### src/rtl/pwm_clkgen_pkg.sv
package pwm_clkgen_pkg;

  // Strobes from control to datapath, valid for one clock.
  typedef struct packed {
    logic restart;     // zero the ramp at the coming edge
    logic extRestart;  // restart caused by the sync line
    logic launch;      // load the sync pulse counter
  } strobe_t;

endpackage

### src/rtl/pwm_sync_input.sv
module pwm_sync_input #(
  parameter int SYNC_STAGES = 2
) (
  input  logic clk,
  input  logic rst,
  input  logic syncIn,
  output logic extRise
);
  localparam int TAP_W = SYNC_STAGES + 1;

  logic [TAP_W-1:0] taps;

  always_ff @(posedge clk) begin
    if (rst) taps <= '0;
    else     taps <= {taps[TAP_W-2:0], syncIn};
  end

  // A rise is seen when the last synchronizer stage is 1 and the
  // extra history flop behind it is still 0.
  assign extRise = taps[TAP_W-2] & ~taps[TAP_W-1];
endmodule

### src/rtl/pwm_datapath.sv
module pwm_datapath
  import pwm_clkgen_pkg::*;
#(
  parameter int CNT_W      = 16,
  parameter int MIN_PERIOD = 50,
  parameter int MAX_PERIOD = 200,
  parameter int PULSE_LEN  = 6
) (
  input  logic             clk,
  input  logic             rst,
  input  logic [CNT_W-1:0] periodSet,
  input  strobe_t          stb,
  output logic [CNT_W-1:0] rampCnt,
  output logic             expire,
  output logic             halfHit,
  output logic             pulseActive
);
  localparam int              PW_W  = $clog2(PULSE_LEN + 1);
  localparam logic [CNT_W-1:0] MIN_P = CNT_W'(MIN_PERIOD);
  localparam logic [CNT_W-1:0] MAX_P = CNT_W'(MAX_PERIOD);
  localparam logic [PW_W-1:0]  PW_LD = PW_W'(PULSE_LEN);

  logic [CNT_W-1:0] periodEff;
  logic [CNT_W-1:0] halfPoint;
  logic [PW_W-1:0]  pulseCnt;

  // Period clamp: 0 selects the default (longest) period.
  always_comb begin
    if (periodSet == '0 || periodSet > MAX_P) periodEff = MAX_P;
    else if (periodSet < MIN_P)               periodEff = MIN_P;
    else                                      periodEff = periodSet;
  end

  assign halfPoint = periodEff >> 1;
  assign expire    = (rampCnt >= periodEff - 1'b1);
  assign halfHit   = (rampCnt == halfPoint - 1'b1);

  always_ff @(posedge clk) begin
    if (rst)              rampCnt <= '0;
    else if (stb.restart) rampCnt <= '0;
    else                  rampCnt <= rampCnt + 1'b1;
  end

  always_ff @(posedge clk) begin
    if (rst)                   pulseCnt <= '0;
    else if (stb.extRestart)   pulseCnt <= '0;
    else if (stb.launch)       pulseCnt <= PW_LD;
    else if (pulseCnt != '0)   pulseCnt <= pulseCnt - 1'b1;
  end

  assign pulseActive = (pulseCnt != '0);
endmodule

### src/rtl/pwm_ctrl.sv
module pwm_ctrl
  import pwm_clkgen_pkg::*;
(
  input  logic    clk,
  input  logic    rst,
  input  logic    expire,
  input  logic    halfHit,
  input  logic    pulseActive,
  input  logic    extRise,
  output strobe_t stb,
  output logic    cycleStart
);
  logic slaveMode;
  logic extTake;

  // Ignore a rise while this unit's own pulse is on the line.
  assign extTake        = extRise & ~pulseActive;
  assign stb.extRestart = extTake;
  assign stb.restart    = expire | extTake;
  assign stb.launch     = halfHit & ~slaveMode & ~stb.restart;

  always_ff @(posedge clk) begin
    if (rst) begin
      cycleStart <= 1'b0;
      slaveMode  <= 1'b0;
    end else begin
      cycleStart <= stb.restart;
      if (extTake)     slaveMode <= 1'b1;
      else if (expire) slaveMode <= 1'b0;
    end
  end
endmodule

### src/rtl/pwm_sync_clkgen.sv
module pwm_sync_clkgen
  import pwm_clkgen_pkg::*;
#(
  parameter int CNT_W       = 16,
  parameter int MIN_PERIOD  = 50,
  parameter int MAX_PERIOD  = 200,
  parameter int PULSE_LEN   = 6,
  parameter int SYNC_STAGES = 2
) (
  input  logic             clk,
  input  logic             rst,
  input  logic [CNT_W-1:0] periodSet,
  input  logic             syncIn,
  output logic             cycleStart,
  output logic [CNT_W-1:0] rampVal,
  output logic             syncOut,
  output logic             syncOe
);
  strobe_t stb;
  logic    extRise;
  logic    expire;
  logic    halfHit;
  logic    pulseActive;
  logic    extRestartW;

  pwm_sync_input #(.SYNC_STAGES(SYNC_STAGES)) i_syncIn (
    .clk(clk), .rst(rst), .syncIn(syncIn), .extRise(extRise)
  );

  pwm_ctrl i_ctrl (
    .clk(clk), .rst(rst), .expire(expire), .halfHit(halfHit),
    .pulseActive(pulseActive), .extRise(extRise),
    .stb(stb), .cycleStart(cycleStart)
  );

  pwm_datapath #(
    .CNT_W(CNT_W), .MIN_PERIOD(MIN_PERIOD),
    .MAX_PERIOD(MAX_PERIOD), .PULSE_LEN(PULSE_LEN)
  ) i_dp (
    .clk(clk), .rst(rst), .periodSet(periodSet), .stb(stb),
    .rampCnt(rampVal), .expire(expire), .halfHit(halfHit),
    .pulseActive(pulseActive)
  );

  assign extRestartW = stb.extRestart;
  assign syncOut     = pulseActive;
  assign syncOe      = pulseActive;
endmodule

### config.mk
export PLATFORM = sky130hd
export DESIGN_NAME = pwm_sync_clkgen
export DESIGN_NICKNAME = d
export VERILOG_FILES = /design/src/rtl/pwm_clkgen_pkg.sv /design/src/rtl/pwm_sync_input.sv /design/src/rtl/pwm_datapath.sv /design/src/rtl/pwm_ctrl.sv /design/src/rtl/pwm_sync_clkgen.sv
export SDC_FILE = /design/constraint.sdc
export NUM_CORES = 1
export LEC_CHECK = 0
export BUFFER_PORTS_ARGS = -buffer_cell sky130_fd_sc_hd__buf_4
export CAP_MARGIN = 20
export CORE_ASPECT_RATIO = 0.8
export CORE_MARGIN = 4
export CORE_UTILIZATION = 57
export CTS_BUF_LIST = sky130_fd_sc_hd__clkbuf_2
export DETAILED_ROUTE_END_ITERATION = 6
export PLACE_DENSITY = 0.9
export SKIP_LAST_GASP = 1
export SLEW_MARGIN = 20
export SYNTH_ARGS = -nofsm -noshare
export SYNTH_HDL_FRONTEND = slang
export SYNTH_SLANG_ARGS = --single-unit
### constraint.sdc
create_clock -name clk -period 12.15 [get_ports clk]
set_input_delay 2.43 -clock clk [delete_from_list [all_inputs] [get_ports clk]]
set_output_delay 2.43 -clock clk [all_outputs]
set_load 0.02 [all_outputs]
==> impl_results.md, run 1 <==
* Status: completed
* Worst skew pair latency at 0.34 ns
* CTS tree: done
* Diodes inserted at 0
* Row cnt at 18
* Clock Tree Buf Depth at 2
* Drt drc at 0
* First-pass GRT wire length at 7320 µm
* Post-DP Area at 2200 µm²
* Die Wd at 72.2 µm
* R2R setup slack at 9.90 ns
* Worst Path Required at 12.40 ns
* Final instance area at 2220 µm²
* Most frequent cells in the layout: buf_4, nor2_1, dfxtp_1
* Drt pass-1 iters at 5
* Vias in the first global route at 1668
* Crit path max fanout at 8
* Pwr dens at 62.3 nW/µm²
* Final setup viols at 0
* Switching share of power at 28.5%
* H-tree levels at 1
* Pin count of the biggest net entering global routing at 17
* DR WL/cell at 14.1 µm
* Clk root buf: clkbuf_2
* Area growth syn-to-layout at 18.0%
* Fin Clk Skew at 0.0163 ns
* Count of pins over their slew limit at 0
* Post-CTS setup buffer count at 0
* Drt via density at 5.95
* Ys async rst share at 0%
* Worst hold path class: reg -> reg
* RSZ-0062 raised after global routing: false
* Relative slew margins at 64.8%
* Layout cells sized above 1 at 17.2%
* CP Cell Sequence: buf_4 > nor4_2 > and3_1 > nand2_1 > nand3_1 > ha_1 > or3b_2 > or3_1 > nor2_1 > nand2_1 > o21ai_0 > ha_1 > a21o_1 > a221oi_1 > o21ai_1 > a2111oi_2 > o211ai_1 > nor3b_1
* Drt total wl at 4420 µm
* Place WS at 5.38 ns
* Detailed Place HPWL at 3510 µm
* Most common cell after layout, fill and taps aside: buf_4
* Gpl congestion at 0.989
* Crit path kind: in -> reg
* Antenna violations before repair at 0
* Clock sink count at 24
* Synth Warn # at 0
* Post-synthesis register bit count at 24
* Comb power frac at 18.7%
* Total placed cells including tap cells at 310
* Post-synth top flop: dfxtp_1
* CTS Buf Count at 3
* Clock-pin slew on the worst setup and hold paths at 0.20 ns
* Post-synthesis sequential area ratio at 25.5%
* PortBufs at 37
* Startpoint types: input pin
* Hold_buf cts at 0
* Overflow after GRT at 0
* FMAX at 157 MHz
* GR Util All Layers at 21.0%
* Peak VDD IR at 0.0699 mV
* Slowest stage delay, CP at 0.52 ns
* Core ar. at 3130 µm²
* Final hold violation count at 0
* NetSw at 0.0393 mW
* Register share of total power at 59.5%
* Number of synthesized flops with an enable pin at 0
* Number of antenna-violating nets in the routed design at 0
* Total die area at 4290 µm²
* Internal power at 0.0989 mW
* Cell depth of the worst flop-to-flop path at 7
* Chip height at 59.4 µm
* Period minus WS final at 6.39 ns
* Total of max-cap violations at 0
* Yosys cell types at 47
* Initial Utilization at 60.1%
* Initial DRC count at 130
* Crit end category: flop
* Reg-to-Reg Start: i_dp.rampCnt[3]
* PostCTS Resize Cnt at 0
* TNS Setup at 0 ns
* Hold Startpoint: i_syncIn.taps[0]
* Post-Syn Area at 1880 µm²
* WHS Endpoint: i_syncIn.taps[1]
* Clk network pwr share at 21.8%
* FF-to-FF End: i_dp.pulseCnt[0]
* Final net count at 315
* Final period util at 52.6%
* Avg Inst Size Synth at 8.04 µm²
* Final std cells w/o fill at 314
* Via Count at 1867
* Leakage Power at 0.975 nW
* Measured slew at the worst slew-check pin at 0.523 ns
* Critical path arrival at 6.64 ns
* Cell count after synthesis at 234
* Hold path depth at 1
* PnR worst setup slack at 5.76 ns
* CP max-delay cell: or3b_2
* IO Pins at 38
## final cells by class
cell class,instances,area [µm²]
Sequential cell,24,480
Tap cell,40,50.0
Multi-Input combinational cell,201,1360
Inverter,8,30.0
Timing Repair Buffer,37,278
Clock inverter,1,3.75
Fill cell,262,912
Clock buffer,3,15.0
## synth_stat cells (4+ instances only)
cell | n | area [µm²]
nor2_1 | 30 | 113
dfxtp_1 | 24 | 480
ha_1 | 21 | 263
nand3_1 | 18 | 90.1
nand2_1 | 17 | 63.8
xor2_1 | 17 | 149
xnor2_1 | 9 | 78.8
inv_1 | 8 | 30.0
o21ai_0 | 8 | 40.0
clkbuf_1 | 6 | 22.5
o211ai_1 | 6 | 45.0
a21oi_1 | 5 | 25.0
and3_1 | 5 | 31.3
nand4_1 | 5 | 31.3
nor3_1 | 5 | 25.0
nor2b_1 | 4 | 25.0
## kinds of logic (layout without fill, tap and decap cells)
kind of cell,after synthesis,after routing,synth area share (%)
and+or+nand+nor,105,105,28.9
AOI/OAI and AO/OA,39,39,14.8
xor gates and xnor gates,26,26,12.1
DFF,24,24,25.5
adders and majority gates,21,21,14.0
buffers and inverters,16,49,3.46
muxes,2,2,1.06
other,1,8,0.199
## power by group through the flow
stage	registers (mW)	logic, mW	clock network [mW]
after floorplan	0.0844	0.0134	0
after detailed placement	0.0838	0.0253	0
after global placement	0.0837	0.0246	0
final	0.0822	0.0258	0.0302
after global routing	0.0826	0.0286	0.0342
after CTS	0.0823	0.0254	0.0313
## worst max-delay path, delay by kind of cell
kind / cells / cell delay [ns]
simple gates: 9 / 2.35
buf+inv: 1 / 0.11
fa+ha+maj: 2 / 0.49
compound gates: 6 / 1.26
## worst max path at each step
stage / from / end / depth (start not counted)
2_1_floorplan: periodSet[5] / i_dp.rampCnt[10] / 21
3_3_place_gp: periodSet[14] / i_dp.pulseCnt[0] / 18
3_5_place_dp: periodSet[14] / i_dp.pulseCnt[0] / 18
4_1_cts: periodSet[14] / i_dp.rampCnt[11] / 17
5_1_grt: periodSet[14] / i_dp.pulseCnt[0] / 18
6_report: periodSet[14] / i_dp.pulseCnt[0] / 18
## routing by layer
layer,vias to the layer above,GRT usage (%),share of wire [%],routed length (µm)
met5,-,0,0,0
met4,0,4.56,0.27,12
met1,862,29.6,44,1950
li1,915,-,-,-
met2,88,34.2,47,2100
met3,2,2.88,8.1,360
## through the flow
step / util (%) / power, mW / hold slack, ns
3_5_place_dp: 70.3 / 0.109 / 0.430
5_1_grt: 70.9 / 0.145 / 0.492
3_3_place_gp: 70.3 / 0.108 / 0.421
2_1_floorplan: - / 0.0979 / 0.414
4_1_cts: 70.9 / 0.139 / 0.466
6_report: 70.9 / 0.138 / 0.460
## state kept, by name, indices dropped and copies added, names as in the netlist
| register | flops |
|---|---|
| i_dp.pulseCnt | 3 |
| i_dp.rampCnt | 16 |
| i_ctrl.cycleStart | 1 |
| i_ctrl.slaveMode | 1 |
| i_syncIn.taps | 3 |
Note: power is estimated with default switching activity, not from simulation.
==> run 2: changes to the inputs <==
- ABC_AREA: default -> 1
- PLACE_DENSITY: 0.9 -> 0.89
- clock period: 12.15 -> 6.3 ns (I/O delays scaled with it)
==> run 2 against run 1 <==
- final cell count increased by 33%
- first-iteration DRC count rose by 3.8%
- via count increased by 15%
- largest cell class unchanged
- largest power group unchanged
==> impl_results.md, run 2 <==
* Pwr dens at 139 nW/µm² (+120%)
* Critical path arrival at 4.55 ns (-2.09 ns)
* Dominant cells by area after synthesis: dfxtp_1, nand2_1, ha_1
* Post-DP Area at 2410 µm² (+9.4%)
* Cell count after synthesis at 331 (+41%)
* Clock-pin slew on the worst setup and hold paths at 0.23 ns (+0.03 ns)
* Area growth syn-to-layout at 18.1% (about the same)
* # fillers at 279 (+6.5%)
* Via Count at 2151 (+15%)
* Drt pass-1 iters at 5 (unchanged)
* H-tree levels at 1 (unchanged)
* Post-synth top flop: dfxtp_1
* Startpoint types: input pin
* Crit path max fanout at 17 (+9)
* Fin Clk Skew at 0.0223 ns (+0.00598 ns)
* Worst skew pair latency at 0.34 ns (about the same)
* IO Pins at 38 (unchanged)
* Top reg by flops: i_dp.rampCnt
* Final period util at 67.9%
* Crit path kind: in -> reg
* Initial Utilization at 59.8% (-0.23 points)
* Ys async rst share at 0% (unchanged)
* Initial DRC count at 135 (+3.8%)
* Comb power frac at 22.1% (+3.4 points)
* Top-count cell post-synth: nand2_1
* Crit end category: flop
* Total placed cells including tap cells at 413 (+33%)
* Post-Syn Area at 2080 µm² (+10%)
* PnR worst setup slack at 2.02 ns (-3.74 ns)
* Post-synth top area cell: dfxtp_1
* Final setup viols at 0 (unchanged)
* Total of max-cap violations at 0 (unchanged)
* Post-synthesis register bit count at 24 (unchanged)
* Gpl congestion at 0.887 (-10%)
* Avg Inst Size Synth at 6.27 µm² (-22%)
* GR Util All Layers at 21.7% (+0.75 points)
* Drt via density at 5.16 (-13%)
* Internal power at 0.244 mW (+150%)
* Clock sink count at 24 (unchanged)
* FMAX at 234 MHz
* Status: completed
* PostCTS Resize Cnt at 0 (unchanged)
* Antenna violations before repair at 0 (unchanged)
* Layout cells sized above 1 at 16.3% (-0.89 points)
* Vias in the first global route at 1938 (+16%)
* Leakage Power at 1.29 nW (+33%)
* Sequential cell area at 480 µm² (unchanged)
* Final instance area at 2450 µm² (+11%)
* Overflow after GRT at 0 (unchanged)
* Drt total wl at 4780 µm (+8.2%)
* Total die area at 4680 µm² (+9.1%)
* Hold slack at 0.434 ns (-0.0265 ns)
* Worst Path Required at 6.57 ns (-5.83 ns)
* Core ar. at 3470 µm² (+11%)
* DR WL/cell at 11.5 µm (-19%)
* Number of synthesized flops with an enable pin at 0 (unchanged)
* Peak VDD IR at 0.173 mV (+150%)
* Hold_buf cts at 0 (unchanged)
* Final hold violation count at 0 (unchanged)
* Pin count of the biggest net entering global routing at 18 (+1)
* Drt drc at 0 (unchanged)
* Synth Warn # at 0 (unchanged)
* Detailed Place HPWL at 4020 µm (+15%)
* Most frequent cells in the layout: nand2_1, inv_1, nor2_1
* Most common cell after layout, fill and taps aside: nand2_1
* Die Wd at 75.5 µm (+4.5%)
* Yosys top cell area share at 23.1% (-2.4 points)
* Chip height at 62.0 µm (+4.4%)
* Top cells by count, synth: nand2_1, inv_1, nor2_1, dfxtp_1, nand3_1
* Final core utilization at 70.7% (-0.21 points)
* TNS Setup at 0 ns (unchanged)
* Clock Tree Buf Depth at 2 (unchanged)
* Worst hold path class: reg -> reg
* Post-CTS setup buffer count at 0 (unchanged)
* Yosys cell types at 30 (-36%)
* Number of antenna-violating nets in the routed design at 0 (unchanged)
* Area of the multi-input gates at 1390 µm² (+2.4%)
* Switching share of power at 28.4% (-0.069 points)
* NetSw at 0.0968 mW (+150%)
* Max reg flops at 16 (unchanged)
* First-pass GRT wire length at 7960 µm (+8.8%)
* Clk network pwr share at 29.4% (+7.6 points)
* PortBufs at 37 (unchanged)
* Register share of total power at 48.5% (-11 points)
* Row cnt at 19 (+1)
* Count of pins over their slew limit at 0 (unchanged)
* CTS tree: done
* Clk root buf: clkbuf_2
* RSZ-0062 raised after global routing: false
* Post-synthesis sequential area ratio at 23.1% (-2.4 points)
* CTS Buf Count at 3 (unchanged)
* Period minus WS final at 4.28 ns
* Final net count at 416 (+32%)
* Power consumption at 0.341 mW (+150%)
* Final std cells w/o fill at 417 (+33%)
* Biggest regs: i_dp.rampCnt (16), i_dp.pulseCnt (3), i_syncIn.taps (3)
* Diodes inserted at 0 (unchanged)
* Place WS at 1.67 ns (-3.72 ns)
run 2: cell types whose count changed in the layout (fill, tap and decap cells not counted), sizes merged, moves of 5 or more:
| cell | previous run | this run |
|---|---|---|
| a21oi | 5 | 16 |
| nor3 | 6 | 13 |
| nand3 | 18 | 25 |
| inv | 8 | 54 |
| o211ai | 6 | 1 |
| xor2 | 17 | 11 |
| nand2 | 17 | 89 |
| nor2 | 30 | 46 |
| and3 | 5 | 0 |
| xnor2 | 9 | 1 |
run 2: cell families (layout without fill, tap and decap cells):
group	Yosys count	after routing	share of synthesized area, %
AO/OA/AOI/OAI	26	26	6.45
XOR/XNOR	12	12	5.06
adder cells (fa/ha/maj)	21	21	12.7
buffers and inverters	58	95	11.0
flip-flops	24	24	23.1
other	1	8	0.181
AND/OR/NAND/NOR	189	189	41.5
run 2: layer usage:
metal,vias up,global-route usage [%],wire (µm)
met4,0,3.49,40
li1,1134,-,-
met5,-,0,0
met2,49,36.9,2160
met1,962,29.6,2310
met3,6,3.70,274
run 2: path summary, 6_finish.rpt:
kind | start | end | slack [ns] | depth (start not counted)
setup reg to reg | i_dp.rampCnt[1] | i_dp.rampCnt[14] | 4.04 | 12
hold reg to reg | i_syncIn.taps[0] | i_syncIn.taps[1] | 0.43 | 2
setup / recovery | periodSet[2] | i_dp.rampCnt[4] | 2.02 | 20
hold / removal | i_syncIn.taps[0] | i_syncIn.taps[1] | 0.43 | 2
run 2: layout make-up:
class                      instances  share of cell area (%)
clock inverter                     1                    1.22
clock buffer                       3                   0.612
sequential                        24                    19.6
timing repair buffer              37                    11.3
inverter                          54                    8.27
multi-input combinational        256                    56.8
tap                               42                    2.14
run 2: power groups by stage:
| stage | clock network (mW) | registers (mW) | logic (mW) |
|---|---|---|---|
| 2_1_floorplan | 0 | 0.170 | 0.0449 |
| 3_3_place_gp | 0 | 0.168 | 0.0723 |
| 3_5_place_dp | 0 | 0.168 | 0.0752 |
| 4_1_cts | 0.102 | 0.165 | 0.0755 |
| 5_1_grt | 0.107 | 0.167 | 0.0847 |
| 6_report | 0.100 | 0.165 | 0.0754 |
run 2: critical path: stages:
cell and delay (ns):
buf_4 0.12, nor2_2 0.14, nand2_1 0.10, nor3_2 0.23, nor2_4 0.12, nand2_1 0.15, ha_1 0.24, nand3_1 0.11
nor2_2 0.21, nand2_1 0.14, o21ai_0 0.23, ha_1 0.29, nand2_1 0.09, nor2_1 0.06, nand2_1 0.07, o211ai_1 0.09
nand2_1 0.07, nand4_1 0.15, or2_2 0.47, nor3b_1 0.21
==> run 3: changes to the inputs <==
- clock period: 6.3 -> 4.2 ns (I/O delays scaled with it)
==> run 3 against run 2 <==
- hold slack got worse by 0.0056 ns
- cell area increased by 0.61%
- sequential power increased by 50%
- clock power increased by 56%
- total power increased by 51%
- critical path depth increased by 2
- final cell count increased by 0.48%
- count of clock-buffer cells in the layout unchanged
- non-clock buffer count increased by 2
- largest power group unchanged
==> impl_results.md, run 3 (synthesis gave the netlist of run 2 again) <==
* CTS Buf Count at 3 (unchanged)
* FF-to-FF End: i_dp.rampCnt[14]
* Drt drc at 0 (unchanged)
* Total die area at 4680 µm² (unchanged)
* First-pass GRT wire length at 8160 µm (+2.5%)
* Clock Tree Buf Depth at 2 (unchanged)
* GR Util All Layers at 22.5% (+0.82 points)
* Drt pass-1 iters at 4 (-1)
* Peak VDD IR at 0.271 mV (+56%)
* Top reg by flops: i_dp.rampCnt
* Clock-pin slew on the worst setup and hold paths at 0.23 ns (about the same)
* Switching share of power at 29.1% (+0.68 points)
* Worst Path Required at 4.49 ns (-2.08 ns)
* Hold_buf cts at 0 (unchanged)
* Crit path kind: in -> reg
* Fin Clk Skew at 0.00942 ns (-0.0129 ns)
* Detailed Place HPWL at 4060 µm (+0.83%)
* Total of max-cap violations at 0 (unchanged)
* Chip height at 62.0 µm (unchanged)
* Final setup viols at 0 (unchanged)
* Initial Utilization at 59.8% (unchanged)
* Cell depth of the worst flop-to-flop path at 12 (unchanged)
* Final hold violation count at 0 (unchanged)
* PortBufs at 37 (unchanged)
* IO Pins at 38 (unchanged)
* Initial DRC count at 214 (+59%)
* DR WL met2 at 2210 µm (+2.4%)
* Clock sink count at 24 (unchanged)
* FMAX at 265 MHz
* Diodes inserted at 0 (unchanged)
* RSZ-0062 raised after global routing: false
* Final period util at 89.7%
* R2R setup slack at 1.89 ns (-2.15 ns)
* Hold slack at 0.428 ns (-0.00560 ns)
* Internal power at 0.366 mW (+50%)
* WL met1 at 2360 µm (+2.3%)
* NetSw at 0.150 mW (+55%)
* Antenna violations before repair at 0 (unchanged)
* Period minus WS final at 3.77 ns
* Leakage Power at 1.31 nW (+0.84%)
* Worst setup path endpoint: i_dp.rampCnt[2]
* Post-DP Area at 2420 µm² (+0.62%)
* Vias in the first global route at 1809 (-6.7%)
* Max reg flops at 16 (unchanged)
* Worst setup path startpoint: periodSet[13]
* Crit path max fanout at 17 (unchanged)
* CTS tree: done
* PostCTS Resize Cnt at 0 (unchanged)
* Worst skew pair latency at 0.36 ns (+0.02 ns)
* Die Wd at 75.5 µm (unchanged)
* Pwr dens at 209 nW/µm² (+50%)
* Startpoint types: input pin
* Comb power frac at 21.8% (-0.3 points)
* TNS Setup at 0 ns (unchanged)
* Gpl congestion at 0.933 (+5.2%)
* Reg-to-Reg Start: i_dp.rampCnt[0]
* Most frequent cells in the layout: nand2_1, inv_1, nor2_1
* Crit end category: flop
* DR WL/cell at 11.8 µm (+3.2%)
* Final net count at 418 (+0.48%)
* Biggest regs: i_dp.rampCnt (16), i_dp.pulseCnt (3), i_syncIn.taps (3)
* Final instance area at 2470 µm² (+0.61%)
* Most common cell after layout, fill and taps aside: nand2_1
* Row cnt at 19 (unchanged)
* Status: completed
* Number of antenna-violating nets in the routed design at 0 (unchanged)
* Worst hold path class: reg -> reg
* Count of pins over their slew limit at 0 (unchanged)
* Post-CTS setup buffer count at 0 (unchanged)
* Top layer in use: met4
* Via Count at 2129 (-1.0%)
* Layout cells sized above 1 at 16.7% (+0.44 points)
* Pin count of the biggest net entering global routing at 18 (unchanged)
* H-tree levels at 1 (unchanged)
* Wire length on met3 at 362 µm (+32%)
* Clk network pwr share at 30.2% (+0.8 points)
* Drt total wl at 4960 µm (+3.7%)
* Overflow after GRT at 0 (unchanged)
* Register share of total power at 48.0% (-0.5 points)
* Core ar. at 3470 µm² (unchanged)
* Clk root buf: clkbuf_2
* Area growth syn-to-layout at 18.8%
* Drt via density at 5.08 (-1.5%)
* Critical path arrival at 4.06 ns (-0.49 ns)
run 3: power by group through the flow:
stage | registers (mW) | logic (mW) | clock network, mW
after floorplan | 0.256 | 0.0674 | 0
after global placement | 0.252 | 0.108 | 0
after detailed placement | 0.252 | 0.111 | 0
after CTS | 0.248 | 0.112 | 0.155
after global routing | 0.250 | 0.127 | 0.169
final | 0.248 | 0.113 | 0.156
run 3: worst max-delay path, stage by stage:
cell	delay, ns
buf_4	0.11
nor2_1	0.10
nand2_1	0.11
nor2_4	0.17
nand3_2	0.14
nand2_1	0.12
inv_1	0.04
nand2_1	0.09
ha_1	0.22
nand3_1	0.11
nor2_2	0.18
nand2_1	0.13
o21ai_0	0.21
ha_1	0.28
nand2_1	0.08
nor2_1	0.06
nand2_1	0.06
o211ai_1	0.08
nand2_1	0.07
nand4_1	0.13
or2_2	0.47
nor3b_1	0.28
run 3: per-layer routing:
metal / vias up / track usage [%]
li1: 1134 / -
met1: 923 / 33.8
met2: 68 / 35.1
met3: 4 / 3.38
met4: 0 / 2.99
met5: - / 0
run 3: area by class of cell:
type,count,area [µm²]
multi-input combinational,256,1390
fill,303,1000
sequential,24,480
clock buffer,3,15.0
inverter,54,203
timing repair buffer,39,293
clock inverter,1,30.0
tap,42,52.6
run 3: how the worst min path moves through the flow:
stage | startpoint | endpoint | slack [ns] | depth (start not counted)
finish | i_syncIn.taps[0] | i_syncIn.taps[1] | 0.43 | 2
global route | i_syncIn.taps[0] | i_syncIn.taps[1] | 0.45 | 2
CTS | i_syncIn.taps[0] | i_syncIn.taps[1] | 0.43 | 2
detailed placement | i_syncIn.taps[0] | i_syncIn.taps[1] | 0.40 | 2
global placement | i_syncIn.taps[0] | i_syncIn.taps[1] | 0.39 | 2
floorplan | i_syncIn.taps[0] | i_syncIn.taps[1] | 0.39 | 2
run 3: metrics by stage:
stage                     util (%)  instances  setup slack, ns  power, mW
after floorplan                  -        338            0.437      0.323
after CTS                     71.1        419            0.457      0.515
after detailed placement      69.8        415           0.0949      0.363
after global placement        69.8        415            0.225      0.360
after global routing          71.1        419            0.122      0.546
final                         71.1        419            0.433      0.516
